File: src/rtl/pipesar_pkg.sv
package pipesar_pkg;
  parameter int STAGE_BITS = 5;
  parameter int IDX_W      = $clog2(STAGE_BITS);
  parameter int RING_W     = STAGE_BITS + 1;

  typedef logic [STAGE_BITS-1:0] code_t;

  // Fold one comparator decision into a trial code and set the next trial bit.
  function automatic code_t sar_step(code_t cur, logic [IDX_W-1:0] idx, logic keep);
    code_t r;
    r = cur;
    r[idx] = keep;
    if (idx != '0) r[idx - 1'b1] = 1'b1;
    return r;
  endfunction

  // Initial trial pattern: MSB alone.
  function automatic code_t sar_seed();
    code_t r;
    r = '0;
    r[STAGE_BITS-1] = 1'b1;
    return r;
  endfunction
endpackage

File: src/rtl/pipesar_timer.sv
module pipesar_timer
  import pipesar_pkg::*;
#(
  parameter int SUB_LEN = 6,
  localparam int SUB_W = $clog2(SUB_LEN)
) (
  input  logic              clk,
  input  logic              rst,
  output logic [RING_W-1:0] ring,
  output logic [SUB_W-1:0]  sub
);
  localparam logic [SUB_W-1:0] SUB_LAST = SUB_W'(SUB_LEN - 1);

  // One-hot step ring: all-zero is idle, bit 0 is the hand-off step,
  // bits 1..STAGE_BITS are the bit steps shared by both stages.
  always_ff @(posedge clk) begin
    if (rst) begin
      ring <= '0;
      sub  <= '0;
    end else if (ring == '0) begin
      ring <= RING_W'(1);
      sub  <= '0;
    end else if (sub == SUB_LAST) begin
      sub  <= '0;
      ring <= {ring[RING_W-2:0], ring[RING_W-1]};
    end else begin
      sub  <= sub + 1'b1;
    end
  end
endmodule

File: src/rtl/pipesar_decode.sv
module pipesar_decode
  import pipesar_pkg::*;
#(
  parameter int SUB_LEN = 6,
  localparam int SUB_W = $clog2(SUB_LEN)
) (
  input  logic [RING_W-1:0] ring,
  input  logic [SUB_W-1:0]  sub,
  output logic              ev_clear,
  output logic              ev_share,
  output logic              ev_sample,
  output logic              ev_load,
  output logic              ev_strobe,
  output logic              ev_decide,
  output logic              ev_last,
  output logic [IDX_W-1:0]  bit_idx
);
  localparam logic [SUB_W-1:0] CLR_AT = SUB_W'(0);
  localparam logic [SUB_W-1:0] SHR_AT = SUB_W'(2);
  localparam logic [SUB_W-1:0] SMP_AT = SUB_W'(4);
  localparam logic [SUB_W-1:0] STB_AT = SUB_W'(1);
  localparam logic [SUB_W-1:0] DEC_AT = SUB_W'(SUB_LEN - 1);

  logic in_bits;
  assign in_bits = |ring[RING_W-1:1];

  assign ev_clear  = ring[0] && (sub == CLR_AT);
  assign ev_share  = ring[0] && (sub == SHR_AT);
  assign ev_sample = ring[0] && (sub == SMP_AT);
  assign ev_load   = ring[1] && (sub == CLR_AT);
  assign ev_strobe = in_bits && (sub == STB_AT);
  assign ev_decide = in_bits && (sub == DEC_AT);
  assign ev_last   = ring[RING_W-1] && (sub == DEC_AT);

  // Step k resolves bit STAGE_BITS-k.
  always_comb begin
    bit_idx = '0;
    for (int k = 1; k < RING_W; k++) begin
      if (ring[k]) bit_idx = IDX_W'(STAGE_BITS - k);
    end
  end
endmodule

File: src/rtl/pipesar_stage.sv
module pipesar_stage
  import pipesar_pkg::*;
(
  input  logic             clk,
  input  logic             rst,
  input  logic             clr,
  input  logic             load,
  input  logic             decide,
  input  logic [IDX_W-1:0] bit_idx,
  input  logic             cmp,
  output code_t            code
);
  always_ff @(posedge clk) begin
    if (rst || clr) code <= '0;
    else if (load)  code <= sar_seed();
    else if (decide) code <= sar_step(code, bit_idx, cmp);
  end
endmodule

File: src/rtl/pipesar_seq.sv
module pipesar_seq
  import pipesar_pkg::*;
#(
  parameter int SUB_LEN = 6,
  parameter int TAG_W   = 4
) (
  input  logic                  clk,
  input  logic                  rst,
  input  logic                  coarse_cmp_i,
  input  logic                  fine_cmp_i,
  output logic                  sample_o,
  output logic                  coarse_strobe_o,
  output logic                  clear_o,
  output logic                  share_o,
  output logic                  fine_strobe_o,
  output logic [STAGE_BITS-1:0] coarse_bits_o,
  output logic [STAGE_BITS-1:0] fine_bits_o,
  output logic                  done_o,
  output logic [STAGE_BITS-1:0] coarse_code_o,
  output logic [STAGE_BITS-1:0] fine_code_o,
  output logic [TAG_W-1:0]      tag_o
);
  localparam int SUB_W = $clog2(SUB_LEN);

  logic [RING_W-1:0] ring;
  logic [SUB_W-1:0]  sub;
  logic ev_clear, ev_share, ev_sample, ev_load, ev_strobe, ev_decide, ev_last;
  logic [IDX_W-1:0]  bit_idx;
  code_t c_code, f_code;

  pipesar_timer #(.SUB_LEN(SUB_LEN)) u_timer (
    .clk(clk), .rst(rst), .ring(ring), .sub(sub)
  );

  pipesar_decode #(.SUB_LEN(SUB_LEN)) u_decode (
    .ring(ring), .sub(sub),
    .ev_clear(ev_clear), .ev_share(ev_share), .ev_sample(ev_sample),
    .ev_load(ev_load), .ev_strobe(ev_strobe), .ev_decide(ev_decide),
    .ev_last(ev_last), .bit_idx(bit_idx)
  );

  // Coarse array is cleared when it samples; fine array when it is cleared.
  pipesar_stage u_coarse (
    .clk(clk), .rst(rst), .clr(ev_sample), .load(ev_load),
    .decide(ev_decide), .bit_idx(bit_idx), .cmp(coarse_cmp_i), .code(c_code)
  );

  pipesar_stage u_fine (
    .clk(clk), .rst(rst), .clr(ev_clear), .load(ev_load),
    .decide(ev_decide), .bit_idx(bit_idx), .cmp(fine_cmp_i), .code(f_code)
  );

  // Pipeline bookkeeping between the stages.
  logic [TAG_W-1:0] smp_cnt, c_tag, f_tag;
  logic             c_valid, f_valid;
  code_t            c_hold;

  always_ff @(posedge clk) begin
    if (rst) begin
      smp_cnt <= '0;
      c_tag   <= '0;
      f_tag   <= '0;
      c_valid <= 1'b0;
      f_valid <= 1'b0;
      c_hold  <= '0;
      done_o  <= 1'b0;
      coarse_code_o <= '0;
      fine_code_o   <= '0;
      tag_o         <= '0;
    end else begin
      done_o <= 1'b0;
      if (ev_share) begin
        f_valid <= c_valid;
        f_tag   <= c_tag;
        c_hold  <= c_code;
      end
      if (ev_sample) begin
        c_valid <= 1'b1;
        c_tag   <= smp_cnt;
        smp_cnt <= smp_cnt + 1'b1;
      end
      if (ev_last && f_valid) begin
        done_o        <= 1'b1;
        coarse_code_o <= c_hold;
        fine_code_o   <= sar_step(f_code, IDX_W'(0), fine_cmp_i);
        tag_o         <= f_tag;
      end
    end
  end

  assign sample_o        = ev_sample;
  assign clear_o         = ev_clear;
  assign share_o         = ev_share;
  assign coarse_strobe_o = ev_strobe;
  assign fine_strobe_o   = ev_strobe;
  assign coarse_bits_o   = c_code;
  // Fine plates stay on the negative reference for the whole hand-off step.
  assign fine_bits_o     = ring[0] ? '0 : f_code;
endmodule

File: config.mk
export PLATFORM = sky130hd
export DESIGN_NAME = pipesar_seq
export DESIGN_NICKNAME = d
export VERILOG_FILES = /design/src/rtl/pipesar_pkg.sv /design/src/rtl/pipesar_timer.sv /design/src/rtl/pipesar_decode.sv /design/src/rtl/pipesar_stage.sv /design/src/rtl/pipesar_seq.sv
export SDC_FILE = /design/constraint.sdc
export NUM_CORES = 1
export LEC_CHECK = 0
export BUFFER_PORTS_ARGS = -buffer_cell sky130_fd_sc_hd__buf_2
export CAP_MARGIN = 20
export CORE_UTILIZATION = 50
export DETAILED_ROUTE_END_ITERATION = 6
export PLACE_DENSITY = 0.7
export SETUP_SLACK_MARGIN = 0.1
export SLEW_MARGIN = 30
export SYNTH_ARGS = -nofsm -noshare
export SYNTH_HDL_FRONTEND = slang
export SYNTH_HIERARCHICAL = 1
export SYNTH_SLANG_ARGS = --single-unit
File: constraint.sdc
create_clock -name clk -period 3.1 [get_ports clk]
set_input_delay 0 -clock clk [delete_from_list [all_inputs] [get_ports clk]]
set_output_delay 0 -clock clk [all_outputs]
set_load 0.01 [all_outputs]
==> results of run 1 <==
cell usage in the layout (no fill, tap or decap), drive strengths merged, types with 2 or more instances in the layout:
cell	netlist	final
nand3	14	14
o221ai	2	2
o21ai	6	6
and4bb	6	6
mux2i	23	23
nor4bb	3	3
nand4b	2	2
nor4	5	5
nand2	15	15
nand3b	2	2
ha	7	7
and3b	2	2
a21bo	15	15
dfxtp	53	53
a21oi	30	30
o211ai	6	6
nor2	27	27
inv	11	11
clkbuf	0	6
or3b	2	2
clkinvlp	0	2
or3	2	2
nor3b	3	3
buf	20	39
a211oi	3	3
nor3	4	4
and3	3	3
and2	2	2
nor4b	5	5
nor2b	11	11
power breakdown:
| group | internal [mW] | total (mW) | switching (mW) |
|---|---|---|---|
| Clock | 0.159 | 0.383 | 0.223 |
| Sequential | 0.683 | 0.690 | 0.00719 |
| Combinational | 0.0120 | 0.0350 | 0.0231 |
| Total | 0.854 | 1.11 | 0.254 |
logic make-up after synthesis:
kind of cell | count (synthesis) | share of synthesized area
and+or+nand+nor | 109 | 0.264
AOI/OAI and AO/OA | 66 | 0.170
adders and majority gates | 7 | 0.0317
xor gates and xnor gates | 1 | 0.00317
DFF | 53 | 0.384
buffers and inverters | 31 | 0.0585
muxes | 24 | 0.0888
worst max-delay path by stage:
stage	start	end	slack (ps)	cells past startpoint
detailed placement	u_timer/ring[2]	u_coarse/code[2]	720	7
floorplan	u_timer/ring[3]	u_coarse/code[0]	860	7
global placement	u_timer/ring[2]	u_fine/code[0]	830	7
global route	u_timer/ring[2]	u_fine/code[0]	450	7
CTS	u_timer/ring[2]	u_coarse/code[2]	710	7
finish	u_timer/ring[2]	u_coarse/code[4]	710	7
state kept, by name, summed over array words and instances (netlist names):
signal,count
u_timer/ring,6
c_hold,5
coarse_code_o,5
fine_code_o,5
u_coarse/code,5
u_fine/code,5
c_tag,4
f_tag,4
smp_cnt,4
tag_o,4
u_timer/sub,3
c_valid,1
done_o,1
f_valid,1
metrics by stage:
stage / total power [mW] / hold slack (ps) / setup slack, ps
3_3_place_gp: 0.740 / 333 / 829
2_1_floorplan: 0.727 / 72.4 / 857
3_5_place_dp: 0.741 / 359 / 724
6_report: 1.11 / 25.5 / 710
5_1_grt: 1.16 / 50.6 / 454
4_1_cts: 1.13 / 21.7 / 706
layout make-up:
type	count	area share
Multi-Input combinational cell	207	0.512
Clock inverter	2	0.00492
Timing Repair Buffer	39	0.0689
Clock buffer	6	0.0238
Tap cell	70	0.0287
Inverter	11	0.0135
Sequential cell	53	0.348
worst max-delay path, cell delays in order (launching register included):
cell      delay, ps
dfxtp_1         470
nor2b_1         170
o21a_1          570
inv_1           150
ha_1            380
nor4bb_1        270
o221ai_1        180
o211ai_1        120
metal layers:
metal  up-vias  GRT usage  part of all wire
li1       1091          -                 -
met4         0     0.0827             0.017
met5         -          0                 0
met3         8     0.0395             0.034
met1       994      0.289              0.51
met2        40      0.295              0.44
==> key figures, run 1 <==
Detailed routing
  • Drt first pass iters: 4
  • # DRC: 0
  • DRT iter0 DRCs: 177
  • WL/cell: 14.2 um
  • Detailed-route via count: 2133
  • DR vias/cell: 5.50
  • Routed Antenna Nets: 0
  • Final Routed Wirelength: 5490 um

Floorplanning
  • Ports: 34
  • Core Box Area: 5200 sq um
  • Starting Density: 0.530
  • Number of core rows: 26
  • Die X: 76.3 um
  • Die Y-Extent: 76.3 um
  • Die area: 5820 sq um

STA
  • Worst slew pin tran: 794 ps
  • Worst slew margin: 0.471
  • Clock period minus worst slack: 2390 ps
  • Max Fclk: 418 MHz
  • Final TNS setup: 0 ps
  • RSZ-0062 raised after global routing: false
  • Setup violations, final: 0
  • Fin. max-slew vios: 0
  • Worst clock skew: 3.81 ps
  • Final Hold Viols: 0
  • Fin crit share: 0.771

Logic synthesis
  • Syn. warnings: 6
  • Syn_nets: 302
  • Post-synth top cells: 53 x dfxtp_1, 28 x a21oi_1, 27 x nor2_1, 23 x mux2i_1
  • Post-Synthesis Cell Area: 2760 sq um
  • Avg Cell Area, Syn: 9.49 sq um
  • Netlist cell types: 44
  • Sequential area share after synthesis: 0.384
  • Top cell type's share of synthesized area: 0.384
  • Most numerous cell in the Yosys netlist: dfxtp_1
  • Flops & latches, synth: 53
  • Most used DFF post-synth: dfxtp_1
  • Mapped Cells: 291
  • FFs w/ async S/R, synth: 0
  • Number of synthesized flops with an enable pin: 0
  • Cells taking the most area after synthesis: dfxtp_1 38%, mux2i_1 8.3%, a21bo_2 5.4%, a21oi_1 5.1%, nor2_1 3.7%
  • Cell taking the most area after synthesis: dfxtp_1

Hold path
  • Min-Delay Endpoint: fine_code_o[0]
  • Hold Startpoint: fine_cmp_i
  • Hold path depth: 3
  • Hold crit path type: in2reg

Finish
  • Area Growth Syn to Fin: 10.5%
  • Area of the multi-input gates: 1560 sq um
  • Storage cell area: 1060 sq um
  • Final Core Density: 0.586
  • Share of cells above drive strength 1: 0.261
  • Post-route cell area: 3050 sq um
  • Fin cells: 388
  • # nets final: 328
  • Diode count: 0
  • Filler Cell Count: 467

Pwr
  • Pwr dens: 363 nW/um^2
  • Leakage power: 1.13 nW
  • Worst vdd ir: 0.230 mV

Worst setup path
  • Worst setup EP type: flip-flop
  • Critical path arrival: 2620 ps
  • Crit path launch type: flip-flop
  • Critical R2R Launch: u_timer/ring[2]
  • CP Max Fanout: 22
  • Reg2reg setup slack: 710 ps
  • Worst path required time: 3330 ps
  • R2r worst-path depth: 7
  • Crit Path Class: reg2reg
  • FF-to-FF End: u_coarse/code[4]

Global route
  • GRT overflow: 0
  • Largest net degree at the start of global routing: 44
  • Number of global-route vias before repair: 1928
  • Number of antenna violations at the first check in global routing: 0
  • Global-route wire length before repair: 9430 um
  • Tot GR Track Use: 0.202

CTS
  • Clock sinks: 53
  • Clock Path Buffers: 2
  • Skew-Pair Late Insertion Delay: 300 ps
  • CTS tree: done
  • Clock slew at reported path FFs: 90 ps
  • CTS HTree Levels: 2
  • Post-CTS sizing: 0
  • Root buf cell: clkbuf_8
  • Post-CTS Setup Repair Bufs: 0
  • Cts bufs inserted: 5
  • # hold bufs at CTS: 0

Placed design
  • Dpl hpwl: 3710 um
  • Port bufs: 33
  • Dpl cell area: 2960 sq um
  • Placed Instances: 380
  • Gpl congestion: 0.805

Run
  • Max-Cap Viols: 0

Run status
  • Status: finished clean
(Power assumes the default switching activity.)
==> inputs of run 2 (changes only) <==
--- a/config.mk
+++ b/config.mk
@@ -9,7 +9,7 @@
 export CAP_MARGIN = 20
 export CORE_UTILIZATION = 50
 export DETAILED_ROUTE_END_ITERATION = 6
-export PLACE_DENSITY = 0.7
+export PLACE_DENSITY = 0.73
 export SETUP_SLACK_MARGIN = 0.1
 export SLEW_MARGIN = 30
 export SYNTH_ARGS = -nofsm -noshare
==> constraint.sdc (replaced) <==
create_clock -name clk -period 2 [get_ports clk]
set_input_delay 0 -clock clk [delete_from_list [all_inputs] [get_ports clk]]
set_output_delay 0 -clock clk [all_outputs]
set_load 0.01 [all_outputs]
==> key figures, run 2 (same netlist as run 1, synthesis figures left out) <==
CTS
  • Clock Path Buffers: 2 (unchanged)
  • Root buf cell: clkbuf_8 (unchanged)
  • Clock slew at reported path FFs: 100 ps (was 90 ps)
  • # hold bufs at CTS: 0 (unchanged)
  • CTS tree: done (unchanged)
  • Clock sinks: 53 (unchanged)
  • CTS HTree Levels: 2 (unchanged)
  • Cts bufs inserted: 5 (unchanged)
  • Skew-Pair Late Insertion Delay: 310 ps (was 300 ps)

Finish
  • Post-route cell area: 3180 sq um (was 3050 sq um)
  • Area of the multi-input gates: 1610 sq um (was 1560 sq um)
  • Most common cell after layout, fill and taps aside: dfxtp_1 (unchanged)
  • Diode count: 0 (unchanged)
  • Largest register FFs: 6 (unchanged)
  • Filler Cell Count: 490 (was 467)
  • Most flops, register: u_timer/ring (unchanged)
  • Share of cells above drive strength 1: 0.309 (was 0.261)
  • # nets final: 337 (was 328)
  • Storage cell area: 1070 sq um (was 1060 sq um)
  • Commonest cells after routing, fill and taps aside: 49 x dfxtp_1, 33 x buf_2, 28 x a21oi_1, 26 x nor2_1, 23 x mux2i_1 (was 52 x dfxtp_1, 33 x buf_2, 28 x a21oi_1, 26 x nor2_1, 23 x mux2i_1)
  • Area Growth Syn to Fin: 15.3% (was 10.5%)

Worst setup path
  • Worst path required time: 2240 ps (was 3330 ps)
  • R2r worst-path depth: 7 (unchanged)
  • FF-to-FF End: u_fine/code[2] (was u_coarse/code[4])
  • CP Max Fanout: 6 (was 22)
  • Max stage delay on crit path: 410 ps (was 570 ps)
  • Reg2reg setup slack: 140 ps (was 710 ps)
  • Critical R2R Launch: u_timer/ring[2] (unchanged)
  • Crit path launch type: flip-flop (unchanged)
  • Buf+Inv Stages, Crit Path: 1 (unchanged)
  • Stages on worst setup path: 7 (unchanged)
  • Critical path, cell by cell: nor2b_1 -> o21a_1 -> inv_1 -> ha_4 -> nor4_2 -> o211ai_1 -> a21oi_1 (was nor2b_1 -> o21a_1 -> inv_1 -> ha_1 -> nor4bb_1 -> o221ai_1 -> o211ai_1)
  • Critical path arrival: 2090 ps (was 2620 ps)
  • Crit. Startpoint: u_timer/ring[2] (unchanged)
  • Crit Path Class: reg2reg (unchanged)
  • Worst setup EP type: flip-flop (unchanged)
  • Cell family with most CP delay: compound AO/OA/AOI/OAI gates (unchanged)
  • Slowest CP cell: dfxtp_4 (was o21a_1)

Floorplanning
  • Die area: 5820 sq um (unchanged)
  • Number of core rows: 26 (unchanged)
  • Die X: 76.3 um (unchanged)
  • Ports: 34 (unchanged)
  • Starting Density: 0.530 (unchanged)
  • Core Box Area: 5200 sq um (unchanged)
  • Die Y-Extent: 76.3 um (unchanged)

Detailed routing
  • Drt first pass iters: 4 (unchanged)
  • Detailed-route via count: 2200 (was 2133)
  • # DRC: 0 (unchanged)
  • Routed Antenna Nets: 0 (unchanged)
  • Final Routed Wirelength: 5620 um (was 5490 um)
  • DR vias/cell: 5.54 (was 5.50)
  • WL/cell: 14.2 um (about the same)
  • DRT iter0 DRCs: 105 (was 177)

Global route
  • Global-route wire length before repair: 9480 um (was 9430 um)
  • M3 GR Usage: 0.0347 (was 0.0395)
  • Largest net degree at the start of global routing: 44 (unchanged)
  • Tot GR Track Use: 0.200 (was 0.202)
  • GRT overflow: 0 (unchanged)
  • Met1 GRT Util: 0.269 (was 0.289)
  • Number of antenna violations at the first check in global routing: 0 (unchanged)
  • Number of global-route vias before repair: 2031 (was 1928)
  • Met2 Use GR: 0.325 (was 0.295)
  • Grt peak-use layer: met2 (unchanged)

STA
  • Worst clock skew: 6.90 ps (was 3.81 ps)
  • RSZ-0062 raised after global routing: true (was false)
  • Clock period minus worst slack: 1860 ps (was 2390 ps)
  • Fin crit share: 0.929 (was 0.771)
  • Fin. max-slew vios: 0 (unchanged)
  • Final worst setup slack: 142 ps (was 710 ps)
  • Worst slew margin: 0.473 (was 0.471)
  • Max Fclk: 538 MHz (was 418 MHz)
  • Final Hold Viols: 0 (unchanged)
  • Setup violations, final: 0 (unchanged)
  • Worst slew pin tran: 790 ps (was 794 ps)

Hold path
  • Min-Delay Endpoint: fine_code_o[0] (unchanged)
  • Hold Startpoint: fine_cmp_i (unchanged)
  • Hold crit path type: in2reg (unchanged)
  • Hold path depth: 3 (unchanged)

Placed design
  • Post-Place Setup Slack: 113 ps (was 724 ps)
  • Dpl hpwl: 3810 um (was 3710 um)
  • Port bufs: 33 (unchanged)
  • Gpl congestion: 0.841 (was 0.805)
  • Dpl cell area: 3040 sq um (was 2960 sq um)

Pwr
  • Pwr dens: 550 nW/um^2 (was 363 nW/um^2)
  • Worst vdd ir: 0.323 mV (was 0.230 mV)
  • Leakage power: 1.19 nW (was 1.13 nW)

Run status
  • Status: finished clean (unchanged)

Run
  • Max-Cap Viols: 0 (unchanged)
run 2: report_power, final:
part | switching, mW | internal [mW]
combinational | 0.0381 | 0.0201
sequential | 0.0102 | 1.06
clock | 0.373 | 0.253
run 2: area by class of cell:
class / count / share of cell area
repair buffers: 48 / 0.0873
clock inverters: 3 / 0.00786
well taps: 70 / 0.0275
flip-flops and latches: 53 / 0.336
inverters: 11 / 0.0130
multi-input cells: 207 / 0.507
clock buffers: 5 / 0.0216
run 2: tightest hold or removal path: stages:
cell and delay (ps):
buf_2 130, nand3_1 80, a21oi_1 60
run 2: layer usage:
metal	share of wire	vias to the layer above
li1	-	1116
met1	0.50	1041
met2	0.45	38
met3	0.035	5
met4	0.0094	0
met5	0	-
run 2: worst max path at each step:
stage | slack (ps) | end
floorplan | 160 | u_coarse/code[0]
global placement | 160 | u_coarse/code[4]
detailed placement | 110 | u_coarse/code[3]
CTS | 100 | u_coarse/code[4]
global route | -8 | u_fine/code[2]
finish | 140 | u_fine/code[2]
run 2: repair_timing:
action,CTS,global route
gates resized for setup,1,11
endpoints found under the setup margin,4,10
pin swaps,0,2
setup buffers,0,0
run 2: per-stage QoR:
| step | utilization | total power, mW | cells | TNS [ps] | hold slack (ps) |
|---|---|---|---|---|---|
| after floorplan | - | 1.13 | 291 | 0 | 72.4 |
| after global placement | 0.584 | 1.15 | 389 | 0 | 325 |
| after detailed placement | 0.584 | 1.15 | 389 | 0 | 340 |
| after CTS | 0.602 | 1.78 | 397 | 0 | 3.94 |
| after global routing | 0.611 | 1.83 | 397 | -8.14 | 15.3 |
| final | 0.611 | 1.75 | 397 | 0 | 9.43 |
==> inputs of run 3 (changes only) <==
--- a/config.mk
+++ b/config.mk
@@ -5,14 +5,13 @@
 export SDC_FILE = /design/constraint.sdc
 export NUM_CORES = 1
 export LEC_CHECK = 0
-export BUFFER_PORTS_ARGS = -buffer_cell sky130_fd_sc_hd__buf_2
-export CAP_MARGIN = 20
+export BUFFER_PORTS_ARGS = -buffer_cell sky130_fd_sc_hd__clkbuf_2
+export CAP_MARGIN = 5
 export CORE_UTILIZATION = 50
 export DETAILED_ROUTE_END_ITERATION = 6
-export PLACE_DENSITY = 0.73
+export PLACE_DENSITY = 0.74
 export SETUP_SLACK_MARGIN = 0.1
 export SLEW_MARGIN = 30
 export SYNTH_ARGS = -nofsm -noshare
 export SYNTH_HDL_FRONTEND = slang
-export SYNTH_HIERARCHICAL = 1
 export SYNTH_SLANG_ARGS = --single-unit
==> key figures, run 3 <==
Logic synthesis
  • Top cell type's share of synthesized area: 0.481 (was 0.384)
  • Syn. warnings: 0 (was 6)
  • Netlist cell types: 33 (was 44)
  • Cells taking the most area after synthesis: dfxtp_1 48%, nand2_1 13%, a21oi_1 10%, ha_1 4.0%, mux2i_1 3.6% (was dfxtp_1 38%, mux2i_1 8.3%, a21bo_2 5.4%, a21oi_1 5.1%, nor2_1 3.7%)
  • Cell taking the most area after synthesis: dfxtp_1 (unchanged)
  • Number of synthesized flops with an enable pin: 0 (unchanged)
  • FFs w/ async S/R, synth: 0 (unchanged)
  • Post-Synthesis Cell Area: 2210 sq um (was 2760 sq um)
  • Syn_nets: 280 (was 302)
  • Sequential area share after synthesis: 0.481 (was 0.384)
  • Most used DFF post-synth: dfxtp_1 (unchanged)
  • Mapped Cells: 269 (was 291)
  • Post-synth top cells: 77 x nand2_1, 53 x dfxtp_1, 44 x a21oi_1, 16 x nor2_1, 11 x clkbuf_1 (was 53 x dfxtp_1, 28 x a21oi_1, 27 x nor2_1, 23 x mux2i_1)
  • Flops & latches, synth: 53 (unchanged)
  • Avg Cell Area, Syn: 8.20 sq um (was 9.49 sq um)
  • Most numerous cell in the Yosys netlist: nand2_1 (was dfxtp_1)

Floorplanning
  • Die Y-Extent: 68.4 um (was 76.3 um)
  • Ports: 34 (unchanged)
  • Die area: 4680 sq um (was 5820 sq um)
  • Die X: 68.4 um (was 76.3 um)
  • Starting Density: 0.536 (was 0.530)
  • Number of core rows: 23 (was 26)
  • Core Box Area: 4120 sq um (was 5200 sq um)

Global route
  • GRT overflow: 0 (unchanged)
  • Number of global-route vias before repair: 1596 (was 2031)
  • Largest net degree at the start of global routing: 28 (was 44)
  • Number of antenna violations at the first check in global routing: 0 (unchanged)
  • Global-route wire length before repair: 7380 um (was 9480 um)
  • Tot GR Track Use: 0.217 (was 0.200)

STA
  • Final TNS setup: 0 ps (unchanged)
  • Fin crit share: 0.932 (was 0.929)
  • Final Hold Viols: 0 (unchanged)
  • RSZ-0062 raised after global routing: true (unchanged)
  • Setup violations, final: 0 (unchanged)
  • Fin. max-slew vios: 0 (unchanged)
  • Max Fclk: 537 MHz (was 538 MHz)
  • Worst slew pin tran: 614 ps (was 790 ps)
  • Worst clock skew: 7.11 ps (was 6.90 ps)
  • Clock period minus worst slack: 1860 ps (about the same)
  • Worst slew margin: 0.587 (was 0.473)

Finish
  • Share of cells above drive strength 1: 0.242 (was 0.309)
  • Most flops, register: u_timer.ring (was u_timer/ring)
  • Filler Cell Count: 365 (was 490)
  • Final Core Density: 0.638 (was 0.611)
  • # nets final: 316 (was 337)
  • Diode count: 0 (unchanged)
  • Area Growth Syn to Fin: 19.0% (was 15.3%)
  • Largest register FFs: 6 (unchanged)
  • Commonest cells after routing, fill and taps aside: 77 x nand2_1, 49 x dfxtp_1, 42 x a21oi_1, 33 x clkbuf_2, 15 x nor2_1 (was 49 x dfxtp_1, 33 x buf_2, 28 x a21oi_1, 26 x nor2_1, 23 x mux2i_1)
  • Most common cell after layout, fill and taps aside: nand2_1 (was dfxtp_1)

Worst setup path
  • Worst setup EP type: flip-flop (unchanged)
  • Crit Path Class: reg2reg (unchanged)
  • CP Max Fanout: 4 (was 6)
  • Worst path required time: 2250 ps (was 2240 ps)
  • Critical path arrival: 2120 ps (was 2090 ps)
  • R2r worst-path depth: 7 (unchanged)
  • Crit path launch type: flip-flop (unchanged)

Detailed routing
  • # DRC: 0 (unchanged)
  • WL/cell: 13.0 um (was 14.2 um)
  • Final Routed Wirelength: 4630 um (was 5620 um)
  • DR vias/cell: 5.30 (was 5.54)
  • Routed Antenna Nets: 0 (unchanged)
  • Detailed-route via count: 1887 (was 2200)
  • Drt first pass iters: 4 (unchanged)
  • DRT iter0 DRCs: 124 (was 105)

Placed design
  • Gpl congestion: 0.847 (was 0.841)
  • Dpl hpwl: 3210 um (was 3810 um)
  • Port bufs: 33 (unchanged)

Run status
  • Status: finished clean (unchanged)

CTS
  • Clock sinks: 53 (unchanged)
  • Cts bufs inserted: 5 (unchanged)
  • CTS HTree Levels: 2 (unchanged)
  • Clock Path Buffers: 2 (unchanged)
  • Clock slew at reported path FFs: 90 ps (was 100 ps)
  • Skew-Pair Late Insertion Delay: 310 ps (about the same)
  • Root buf cell: clkbuf_8 (unchanged)
  • CTS tree: done (unchanged)

Pwr
  • Power share of the sequential group: 0.612 (was 0.609)
  • Worst vdd ir: 0.567 mV (was 0.323 mV)
  • Leakage power: 1.08 nW (was 1.19 nW)
  • Net Sw Frac: 0.236 (was 0.240)
  • Comb pwr share: 0.035 (was 0.033)
  • Clock Power Share: 0.353 (was 0.357)
  • Pwr dens: 659 nW/um^2 (was 550 nW/um^2)
  • P_sw: 0.408 mW (was 0.421 mW)
  • Int Pwr: 1.32 mW (was 1.33 mW)

Hold path
  • Hold path depth: 3 (unchanged)
  • Hold crit path type: in2reg (unchanged)

Run
  • Max-Cap Viols: 0 (unchanged)
==> run 3: worst paths after layout <==
check	startpoint	to	slack [ps]
max	u_timer.ring[2]	u_fine.code[2]	140
min	coarse_cmp_i	u_coarse.code[3]	50
max reg2reg	u_timer.ring[2]	u_fine.code[2]	140
min reg2reg	f_tag[2]	tag_o[2]	450
==> run 3: metal layers <==
layer  wire length, um  GRT usage  vias to the layer above
li1                  -          -                      964
met1              2180      0.278                      879
met2              2240      0.352                       40
met3               180     0.0450                        4
met4                34     0.0885                        0
met5                 0          0                        -
==> run 3: metrics by stage <==
step | setup WS, ps | instance area, sq um | hold WS (ps) | instances | total power, mW
after floorplan | 109 | 2250 | 136 | 269 | 1.12
after global placement | 66.8 | 2440 | 320 | 342 | 1.14
after detailed placement | 18.5 | 2440 | 318 | 342 | 1.14
after CTS | 103 | 2580 | 46.4 | 354 | 1.74
after global routing | 61.6 | 2630 | 78.6 | 356 | 1.79
final | 137 | 2630 | 45.4 | 356 | 1.73
==> run 3: repair_timing <==
action | in CTS | in global routing
resized for setup | 7 | 8
setup buffers | 3 | 2
hold endpoints to repair | 1 | 0
pin swaps | 1 | 3
hold buffers | 1 | 0
endpoints found under the setup margin | 2 | 12
==> run 3: final cells by class <==
cell class                 count  area (sq um)  share of cell area
clock buffer                   5          68.8              0.0262
clock inverter                 3          21.3             0.00810
inverter                       6          22.5             0.00858
multi-input combinational    193          1110               0.423
sequential                    53          1070               0.409
tap                           50          62.6              0.0238
timing repair buffer          46           265               0.101
==> run 3: cells by family (layout without fill, tap and decap cells) <==
family	after synthesis	after routing	synth area share
flip-flops	53	53	0.481
buffers and inverters	23	60	0.0442
multiplexers	9	9	0.0465
AND/OR/NAND/NOR	120	120	0.242
XOR/XNOR	4	4	0.0159
AO/OA/AOI/OAI	53	53	0.130
adder cells (fa/ha/maj)	7	7	0.0397
==> run 3: critical path: stages, from the launching register on <==
cell,delay (ps)
dfxtp_4,370
nor2b_4,180
o21bai_4,90
ha_2,200
or2_4,230
mux2i_4,130
or4b_4,490
a21oi_2,120
==> run 3: power groups by stage <==
stage	logic [mW]	clock network [mW]	registers [mW]
floorplan	0.0358	0	1.08
global placement	0.0562	0	1.09
detailed placement	0.0569	0	1.09
CTS	0.0601	0.624	1.06
global route	0.0659	0.670	1.06
finish	0.0606	0.611	1.06
